<file path="src/rtl/exc_entry_pkg.sv">
package exc_entry_pkg;

   localparam int unsigned MODE_W    = 5;
   localparam int unsigned NUM_KINDS = 7;
   localparam int unsigned KIND_W    = $clog2(NUM_KINDS);

   localparam int unsigned ST_T_BIT = 5;
   localparam int unsigned ST_F_BIT = 6;
   localparam int unsigned ST_I_BIT = 7;

   localparam logic [MODE_W-1:0] MODE_USER  = 5'b10000;
   localparam logic [MODE_W-1:0] MODE_FIQ   = 5'b10001;
   localparam logic [MODE_W-1:0] MODE_IRQ   = 5'b10010;
   localparam logic [MODE_W-1:0] MODE_SVC   = 5'b10011;
   localparam logic [MODE_W-1:0] MODE_ABORT = 5'b10111;
   localparam logic [MODE_W-1:0] MODE_UNDEF = 5'b11011;

   // Encoding order is the priority order: lower value wins.
   typedef enum logic [KIND_W-1:0] {
      EK_RESET = 3'd0,
      EK_DABT  = 3'd1,
      EK_FIQ   = 3'd2,
      EK_IRQ   = 3'd3,
      EK_PABT  = 3'd4,
      EK_UNDEF = 3'd5,
      EK_SWI   = 3'd6
   } exc_kind_e;

   function automatic logic [MODE_W-1:0] kind_mode(exc_kind_e k);
      case (k)
         EK_RESET: return MODE_SVC;
         EK_DABT:  return MODE_ABORT;
         EK_FIQ:   return MODE_FIQ;
         EK_IRQ:   return MODE_IRQ;
         EK_PABT:  return MODE_ABORT;
         EK_UNDEF: return MODE_UNDEF;
         default:  return MODE_SVC;
      endcase
   endfunction

   // Byte offset of each handler inside the vector table; slot 0x14 unused.
   function automatic logic [4:0] kind_slot(exc_kind_e k);
      case (k)
         EK_RESET: return 5'h00;
         EK_UNDEF: return 5'h04;
         EK_SWI:   return 5'h08;
         EK_PABT:  return 5'h0C;
         EK_DABT:  return 5'h10;
         EK_IRQ:   return 5'h18;
         default:  return 5'h1C;
      endcase
   endfunction

endpackage

</file>
<file path="src/rtl/exc_prio_pick.sv">
module exc_prio_pick #(
   parameter int unsigned N     = 7,
   localparam int unsigned IDX_W = (N > 1) ? $clog2(N) : 1
) (
   input  logic [N-1:0]     req,
   output logic             any,
   output logic [IDX_W-1:0] idx
);

   logic [N:0]   seen;
   logic [N-1:0] gnt;

   assign seen[0] = 1'b0;

   for (genvar i = 0; i < N; i++) begin : g_chain
      assign gnt[i]    = req[i] & ~seen[i];
      assign seen[i+1] = seen[i] | req[i];
   end

   assign any = seen[N];

   always_comb begin
      idx = '0;
      for (int i = 0; i < N; i++) begin
         if (gnt[i]) idx = IDX_W'(i);
      end
   end

   if (N < 2) begin : g_bad_n
      $error("exc_prio_pick: N must be at least 2");
   end

endmodule

</file>
<file path="src/rtl/exc_status_former.sv">
module exc_status_former
   import exc_entry_pkg::*;
#(
   parameter int unsigned DATA_W = 32
) (
   input  logic [DATA_W-1:0] cur,
   input  exc_kind_e         kind,
   output logic [DATA_W-1:0] nxt
);

   always_comb begin
      nxt                 = cur;
      nxt[MODE_W-1:0]     = kind_mode(kind);
      nxt[ST_T_BIT]       = 1'b0;
      nxt[ST_I_BIT]       = 1'b1;
      if (kind == EK_RESET || kind == EK_FIQ) nxt[ST_F_BIT] = 1'b1;
   end

   if (DATA_W < 8) begin : g_bad_width
      $error("exc_status_former: DATA_W must hold the mask bits");
   end

endmodule

</file>
<file path="src/rtl/exc_vector_gen.sv">
module exc_vector_gen
   import exc_entry_pkg::*;
#(
   parameter int unsigned        ADDR_W   = 32,
   parameter logic [ADDR_W-1:0]  VEC_BASE = '0
) (
   input  exc_kind_e         kind,
   output logic [ADDR_W-1:0] vec
);

   // Base is 32-byte aligned, so an OR replaces an adder.
   assign vec = VEC_BASE | ADDR_W'(kind_slot(kind));

   if (ADDR_W < 8) begin : g_bad_addr
      $error("exc_vector_gen: ADDR_W too small for the vector table");
   end
   if (VEC_BASE[4:0] != 5'd0) begin : g_bad_base
      $error("exc_vector_gen: VEC_BASE must be 32-byte aligned");
   end

endmodule

</file>
<file path="src/rtl/exc_entry_ctrl.sv">
module exc_entry_ctrl
   import exc_entry_pkg::*;
#(
   parameter int unsigned       DATA_W               = 32,
   parameter int unsigned       ADDR_W               = 32,
   parameter logic [ADDR_W-1:0] VEC_BASE             = '0,
   parameter int unsigned       LINK_OFFSET          = 4,
   parameter bit                RESET_NEEDS_BOUNDARY = 1'b0
) (
   input  logic              clk,
   input  logic              rst_n,
   input  logic              insn_boundary,
   input  logic [DATA_W-1:0] cur_status,
   input  logic [ADDR_W-1:0] cur_pc,
   input  logic              req_reset,
   input  logic              req_undef,
   input  logic              req_swi,
   input  logic              req_pabort,
   input  logic              req_dabort,
   input  logic              req_irq,
   input  logic              req_fiq,
   output logic              status_we,
   output logic [DATA_W-1:0] status_wdata,
   output logic              saved_we,
   output logic [4:0]        saved_mode,
   output logic [DATA_W-1:0] saved_wdata,
   output logic              link_we,
   output logic [ADDR_W-1:0] link_wdata,
   output logic              pc_we,
   output logic [ADDR_W-1:0] pc_wdata
);

   localparam logic [ADDR_W-1:0] LINK_ADD = ADDR_W'(LINK_OFFSET);

   // ---------------- request gating ----------------
   logic rst_take;
   if (RESET_NEEDS_BOUNDARY) begin : g_rst_sync
      assign rst_take = req_reset & insn_boundary;
   end else begin : g_rst_any
      assign rst_take = req_reset;
   end

   logic [NUM_KINDS-1:0] req_vec;
   always_comb begin
      req_vec           = '0;
      req_vec[EK_RESET] = rst_take;
      req_vec[EK_DABT]  = insn_boundary & req_dabort;
      req_vec[EK_FIQ]   = insn_boundary & req_fiq & ~cur_status[ST_F_BIT];
      req_vec[EK_IRQ]   = insn_boundary & req_irq & ~cur_status[ST_I_BIT];
      req_vec[EK_PABT]  = insn_boundary & req_pabort;
      req_vec[EK_UNDEF] = insn_boundary & req_undef;
      req_vec[EK_SWI]   = insn_boundary & req_swi;
   end

   // ---------------- selection and data forming ----------------
   logic              take;
   logic [KIND_W-1:0] win_idx;
   exc_kind_e         win_kind;
   logic [DATA_W-1:0] status_nxt;
   logic [ADDR_W-1:0] vec_nxt;

   exc_prio_pick #(.N(NUM_KINDS)) u_pick (
      .req (req_vec),
      .any (take),
      .idx (win_idx)
   );

   assign win_kind = exc_kind_e'(win_idx);

   exc_status_former #(.DATA_W(DATA_W)) u_status (
      .cur  (cur_status),
      .kind (win_kind),
      .nxt  (status_nxt)
   );

   exc_vector_gen #(.ADDR_W(ADDR_W), .VEC_BASE(VEC_BASE)) u_vec (
      .kind (win_kind),
      .vec  (vec_nxt)
   );

   // ---------------- entry register stage ----------------
   logic entry_q;

   always_ff @(posedge clk or negedge rst_n) begin
      if (!rst_n) begin
         entry_q      <= 1'b0;
         link_we      <= 1'b0;
         status_wdata <= '0;
         saved_wdata  <= '0;
         saved_mode   <= '0;
         link_wdata   <= '0;
         pc_wdata     <= '0;
      end else begin
         entry_q <= take;
         link_we <= take & (win_kind != EK_RESET);
         if (take) begin
            status_wdata <= status_nxt;
            saved_wdata  <= cur_status;
            saved_mode   <= kind_mode(win_kind);
            link_wdata   <= cur_pc + LINK_ADD;
            pc_wdata     <= vec_nxt;
         end
      end
   end

   assign status_we = entry_q;
   assign saved_we  = entry_q;
   assign pc_we     = entry_q;

   // ---------------- assertions ----------------
   assert_saved_copy_R1: assert property (@(posedge clk) disable iff (!rst_n)
      saved_we |-> saved_wdata == $past(cur_status));

   assert_svc_mode_R2: assert property (@(posedge clk) disable iff (!rst_n)
      (pc_we && pc_wdata == (VEC_BASE + ADDR_W'(8))) |-> saved_mode == MODE_SVC);

   assert_state_bits_R3: assert property (@(posedge clk) disable iff (!rst_n)
      status_we |-> (!status_wdata[ST_T_BIT] && status_wdata[ST_I_BIT]
                     && status_wdata[DATA_W-1:8] == $past(cur_status[DATA_W-1:8])));

   assert_fiq_mask_keep_R4: assert property (@(posedge clk) disable iff (!rst_n)
      (status_we && pc_wdata != VEC_BASE && pc_wdata != (VEC_BASE + ADDR_W'(28)))
      |-> status_wdata[ST_F_BIT] == $past(cur_status[ST_F_BIT]));

   assert_no_reserved_R5: assert property (@(posedge clk) disable iff (!rst_n)
      pc_we |-> pc_wdata != (VEC_BASE + ADDR_W'(20)));

   assert_irq_unmasked_R7: assert property (@(posedge clk) disable iff (!rst_n)
      (pc_we && pc_wdata == (VEC_BASE + ADDR_W'(24))) |-> !$past(cur_status[ST_I_BIT]));

   assert_link_value_R8: assert property (@(posedge clk) disable iff (!rst_n)
      link_we |-> (pc_we && link_wdata == $past(cur_pc) + LINK_ADD));

   assert_reset_no_link_R8: assert property (@(posedge clk) disable iff (!rst_n)
      (pc_we && pc_wdata == VEC_BASE) |-> !link_we);

   assert_boundary_gate_R9: assert property (@(posedge clk) disable iff (!rst_n)
      (!insn_boundary && !req_reset) |=> !pc_we);

endmodule

</file>
<file path="config.mk">
export PLATFORM = sky130hd
export DESIGN_NAME = exc_entry_ctrl
export DESIGN_NICKNAME = d
export VERILOG_FILES = /design/src/rtl/exc_entry_pkg.sv /design/src/rtl/exc_prio_pick.sv /design/src/rtl/exc_status_former.sv /design/src/rtl/exc_vector_gen.sv /design/src/rtl/exc_entry_ctrl.sv
export SDC_FILE = /design/constraint.sdc
export NUM_CORES = 1
export LEC_CHECK = 0
export ABC_AREA = 1
export BUFFER_PORTS_ARGS = -buffer_cell sky130_fd_sc_hd__clkbuf_2
export CORE_ASPECT_RATIO = 2
export CORE_UTILIZATION = 30
export CTS_BUF_LIST = sky130_fd_sc_hd__clkbuf_2
export DETAILED_ROUTE_END_ITERATION = 8
export SYNTH_ARGS = -nofsm -noshare
export SYNTH_HDL_FRONTEND = slang
export SYNTH_SLANG_ARGS = --single-unit
</file>
<file path="constraint.sdc">
create_clock -name clk -period 1.35 [get_ports clk]
set_clock_uncertainty 0.1 [all_clocks]
set_input_delay 0.27 -clock clk [delete_from_list [all_inputs] [get_ports clk]]
set_output_delay 0.27 -clock clk [all_outputs]
set_load 0.01 [all_outputs]
</file>
# Word level (Yosys, flattened, before mapping)

Index checks and enable logic that the tools add are counted.

Bits in registers: 107
Bits of input ports: 74
Output and inout bits: 137
Logic and storage cells: 56

$add $sub $neg: 1
Eq/ne operators: 6
Muxes and demuxes: 9
Bitwise gates (word level): 29
Reduce and logical (&&, ||, !) cells: 4

Operator list:

| kind                  | number |
|---|---|
| $add 32x3->32 const B | 1 |
| $pmux 5 s6            | 1 |
| $pmux 4 s4            | 1 |
| $and 1x1->1           | 15 |
| $mux 3                | 5 |
| $eq 3x3->1 const B    | 3 |
| $not 1->1             | 8 |
| $eq 3x2->1 const B    | 2 |
| $or 1x1->1            | 6 |
| $eq 3x1->1 const B    | 1 |
| $logic_not 3->1       | 1 |
| $reduce_bool 3->1     | 1 |
| $mux 1                | 2 |
| $reduce_or 2->1       | 1 |
| $logic_or 1x1->1      | 1 |

# Logic depth before layout (Yosys ltp)

Depth after elaboration: 12
Mapped depth: 13
Depth with buffers taken out: 13

# By module

Synthesis repeated with hierarchy kept, for this count alone.

Cell total of the unflattened synthesis: 843
Area total of the unflattened synthesis: 6526.3 um^2

Modules (own cells, without submodules):

| module            | instances | cells an instance | area an instance (um^2) | seq. area each (um^2) |
|---|---|---|---|---|
| exc_entry_ctrl    | 1         | 749               | 5933.2                  | 3378.2 |
| exc_vector_gen    | 1         | 40                | 267.8                   | 0.0 |
| exc_status_former | 1         | 38                | 251.5                   | 0.0 |
| exc_prio_pick     | 1         | 16                | 73.8                    | 0.0 |

# Worst setup path after synthesis

No wires, ideal clock.

Kind: input to register
Start: input req_undef
End: register pc_wdata[2]
Library setup time: 0.136 ns
Data arrival time: 1.306 ns
Required time: 1.114 ns
Slack: -0.192 ns
Stages: 9
Buffers on the path: 0
Cells stage by stage: nand2_1 -> inv_1 -> o21ai_0 -> nand2_1 -> ha_1 -> nand2_1 -> inv_1 -> nand2_1 -> nand3_1

Cells in the longest elaborated chain, start to end: 7
Elaborated cells between the ends (all ways): 15
Classes of those cells: eq/ne: 5; mux: 3; bitwise: 6; reduce/logical: 1

RTL lines:

| item                               | line                  | text |
|---|---|---|
| from (decl)                        | exc_entry_ctrl.sv:16  | `input logic req_undef,` |
| $and 1x1->1 (*)                    | exc_entry_ctrl.sv:51  | `req_vec[EK_UNDEF] = insn_boundary & req_undef;` |
| $or 1x1->1                         | exc_prio_pick.sv:17   | `assign seen[i+1] = seen[i] \| req[i];` |
| $not 1->1                          | exc_prio_pick.sv:16   | `assign gnt[i] = req[i] & ~seen[i];` |
| $and 1x1->1                        | exc_prio_pick.sv:16   |  |
| $mux 3                             | exc_prio_pick.sv:25   | `if (gnt[i]) idx = IDX_W'(i);` |
| $eq 3x2->1 (tied with other cells) | exc_entry_pkg.sv:43   | `case (k)` |
| $pmux 5 s6                         | exc_entry_pkg.sv:43   |  |
| to (signal assigned)               | exc_entry_ctrl.sv:101 | `pc_wdata <= vec_nxt;` |
| to (decl)                          | exc_entry_ctrl.sv:30  | `output logic [ADDR_W-1:0] pc_wdata` |

Mark *: on every way between the ends. The rest lies on a longest branch, timed or not.
A chain may end at the register's enable or synchronous reset.

# Worst setup path after layout

Start: register link_wdata[25]
End: output link_wdata[25]

RTL lines:

| item                   | line                  | text |
|---|---|---|
| from (decl)            | exc_entry_ctrl.sv:28  | `output logic [ADDR_W-1:0] link_wdata,` |
| from (signal assigned) | exc_entry_ctrl.sv:100 | `link_wdata <= cur_pc + LINK_ADD;` |

No word-level cell between the ends.

==> impl_metrics.json <==
{
  "highest_layer": "met4",
  "hold_viol": 0,
  "clock_sinks": 75,
  "outcome": "finished with violations",
  "viasPerCell": 4.30,
  "die_h_um": 169,
  "hpwlAfterDp_mm": 9.77,
  "ff2ff_path_depth": 4,
  "setup_viol": 107,
  "path_buf_inv": 1,
  "portBuffers": 180,
  "met3_length_um": 579,
  "cts_htree_levels": 3,
  "leakage_nw": 3.56,
  "ys_warn_count": 0,
  "root_buffer": "clkbuf_2",
  "r2r-start": "link_wdata[31]",
  "async_flop_share_pct": 100,
  "ios": 211,
  "dr.first_iter.drc_count": 130,
  "cp_data_required_time_ns": 0.98,
  "synth_top_area_share_pct": 44.8,
  "max-vdd-ir-drop_v": 0.000394,
  "place_ws_ns": -0.489,
  "crit_path_cell_trace": "buf_6",
  "met1_length_mm": 4.58,
  "drcViolationCount": 0,
  "cp_max_fo": 2,
  "syn_area_per_cell_um2": 7.87,
  "met2_length_mm": 7.15,
  "synth_area_leaders": "dfrtp_1 (45%), nand2_1 (19%), buf_4 (11%)",
  "period_minus_slack_ns": 1.51,
  "hold_class": "in -> reg",
  "drive_above_1_share_pct": 39.0,
  "fmax_ghz": 0.662,
  "clock_path_buffers": 2,
  "coreArea_um2": 13500,
  "grt_max_degree": 35,
  "worst_slack_ns": -0.159,
  "grt_first_pass_wirelength_mm": 19.8,
  "cts_tree": "built",
  "period_share_pct": 112,
  "hold_ws_ns": 0.0738,
  "wire_per_inst_um": 12.7,
  "syn_inst": 532,
  "holdPathStages": 5,
  "slew_violations": 0,
  "critPathKind": "reg -> out",
  "fin_cells": 1007,
  "crit_family": "flip-flops",
  "cp_slowest_cell": "dfrtp_1",
  "yosysMostFrequentCell": "nand2_1",
  "cap_violations": 0,
  "grt_overflow": 0,
  "grt_use_total_pct": 18.1,
  "start_kind": "flop",
  "synthTopCellsByCount": "nand2_1 (216), dfrtp_1 (75), buf_4 (63)",
  "layout.nets": 924,
  "die_x_um": 85.5,
  "slowest_delay_ns": 0.46,
  "hold_path_end": "link_wdata[25]",
  "drt_first_pass_iters": 4,
  "p_total_w": 0.00548,
  "clkLatencyLatePin_ns": 0.53,
  "ant_nets": 0,
  "critPathCaptureType": "output pin",
  "dp_cells": 896,
  "min-delay-start": "cur_pc[25]",
  "crit_arrival_ns": 1.14,
  "std_cell_rows": 60,
  "ys.flop_type": "dfrtp_1",
  "gp_congestion": 0.900,
  "synth-seq-cells": 75,
  "area_delta_synth_final_pct": 58.4,
  "ys_seq_area_share_pct": 44.8,
  "wl_mm": 12.8,
  "rsz0062_at_grt": "yes",
  "antenna_found_initial": 1,
  "die-area_um2": 14500,
  "yosysUniqueCellTypes": 28,
  "violations": "setup timing",
  "vias": 4333,
  "start_util_pct": 31.0,
  "grt_pass1_vias": 4116,
  "numCtsBuffers": 9,
  "synth_area_um2": 4190,
  "p_per_area_nw_per_um2": 827,
  "synth_edf_count": 0,
  "rrSetupSlack_ns": 0.35,
  "reg2reg_to": "link_wdata[31]",
  "yosysTopAreaCell": "dfrtp_1",
  "clkTransAtPathRegs_ns": 0.24
}
-- worst max path at each step --
stage                      endpoint            start  cells after the start  slack [ns]
global route        saved_wdata[20]  saved_wdata[20]                      1       -0.27
CTS                  link_wdata[20]   link_wdata[20]                      1       -0.23
finish               link_wdata[25]   link_wdata[25]                      1       -0.16
floorplan               pc_wdata[3]       req_dabort                     11       -0.09
global placement        pc_wdata[3]    insn_boundary                     12       -0.44
detailed placement      pc_wdata[3]    insn_boundary                     12       -0.49
-- per-layer routing --
metal,global-route usage [%],up-vias
met4,9.42,0
met2,35.4,160
li1,-,2187
met5,0,-
met3,3.71,29
met1,17.2,1957
-- layout by cell type, fill, tap and decap left out, drive strengths merged, types with 8 or more instances in the layout --
master / instances
nand2: 218
clkbuf: 176
buf: 121
dfrtp: 75
dlygate4sd3: 62
nor2: 39
conb: 30
inv: 30
o21ai: 19
nor3: 17
xor2: 12
xnor2: 11
nand3: 10
nand4: 8
-- power breakdown --
part,internal (W),switching (W)
sequential,0.00246,0.000135
combinational,0.000833,0.000799
clock,0.000419,0.000840
total,0.00371,0.00177
-- metrics by stage --
stage	utilization (%)	area (µm²)	TNS, ns
after global placement	41.2	5560	-28.26
after global routing	49.0	6630	-24.64
final	49.0	6630	-12.15
after floorplan	-	4390	-0.417
after CTS	47.2	6380	-22.23
after detailed placement	41.2	5560	-28.60
-- area by class of cell --
cell class	instances	area [µm²]
Antenna cell	1	2.50
Tap cell	155	194
Multi-Input combinational cell	380	1820
Clock buffer	9	45.0
Clock inverter	7	68.8
Sequential cell	75	1880
Timing Repair Buffer	350	2510
Fill cell	1335	6890
Inverter	30	118
-- cell families after synthesis --
| kind of cell | synth area share [%] |
|---|---|
| adder cells (fa/ha/maj) | 1.20 |
| AND/OR/NAND/NOR | 28.8 |
| XOR/XNOR | 4.81 |
| flip-flops | 44.8 |
| buffers and inverters | 17.0 |
| AO/OA/AOI/OAI | 3.32 |
| other | 0.0896 |
-- timing repair --
item                       4_1_cts  5_1_grt
gates cloned                     0        0
setup endpoints to repair      107      124
hold buffers                    61        4
hold endpoints to repair       132       10
gates resized for setup          0       34
setup buffers                   12       20
pin swaps                        0        4
-- sequential cells by signal, summed over array words and instances, names as in the netlist --
| name | flops |
|---|---|
| status_wdata | 2 |
| link_wdata | 32 |
| pc_wdata | 3 |
| saved_wdata | 32 |
| saved_mode | 4 |
| pc_we | 1 |
| link_we | 1 |
Power figures use the tool's default switching activity.
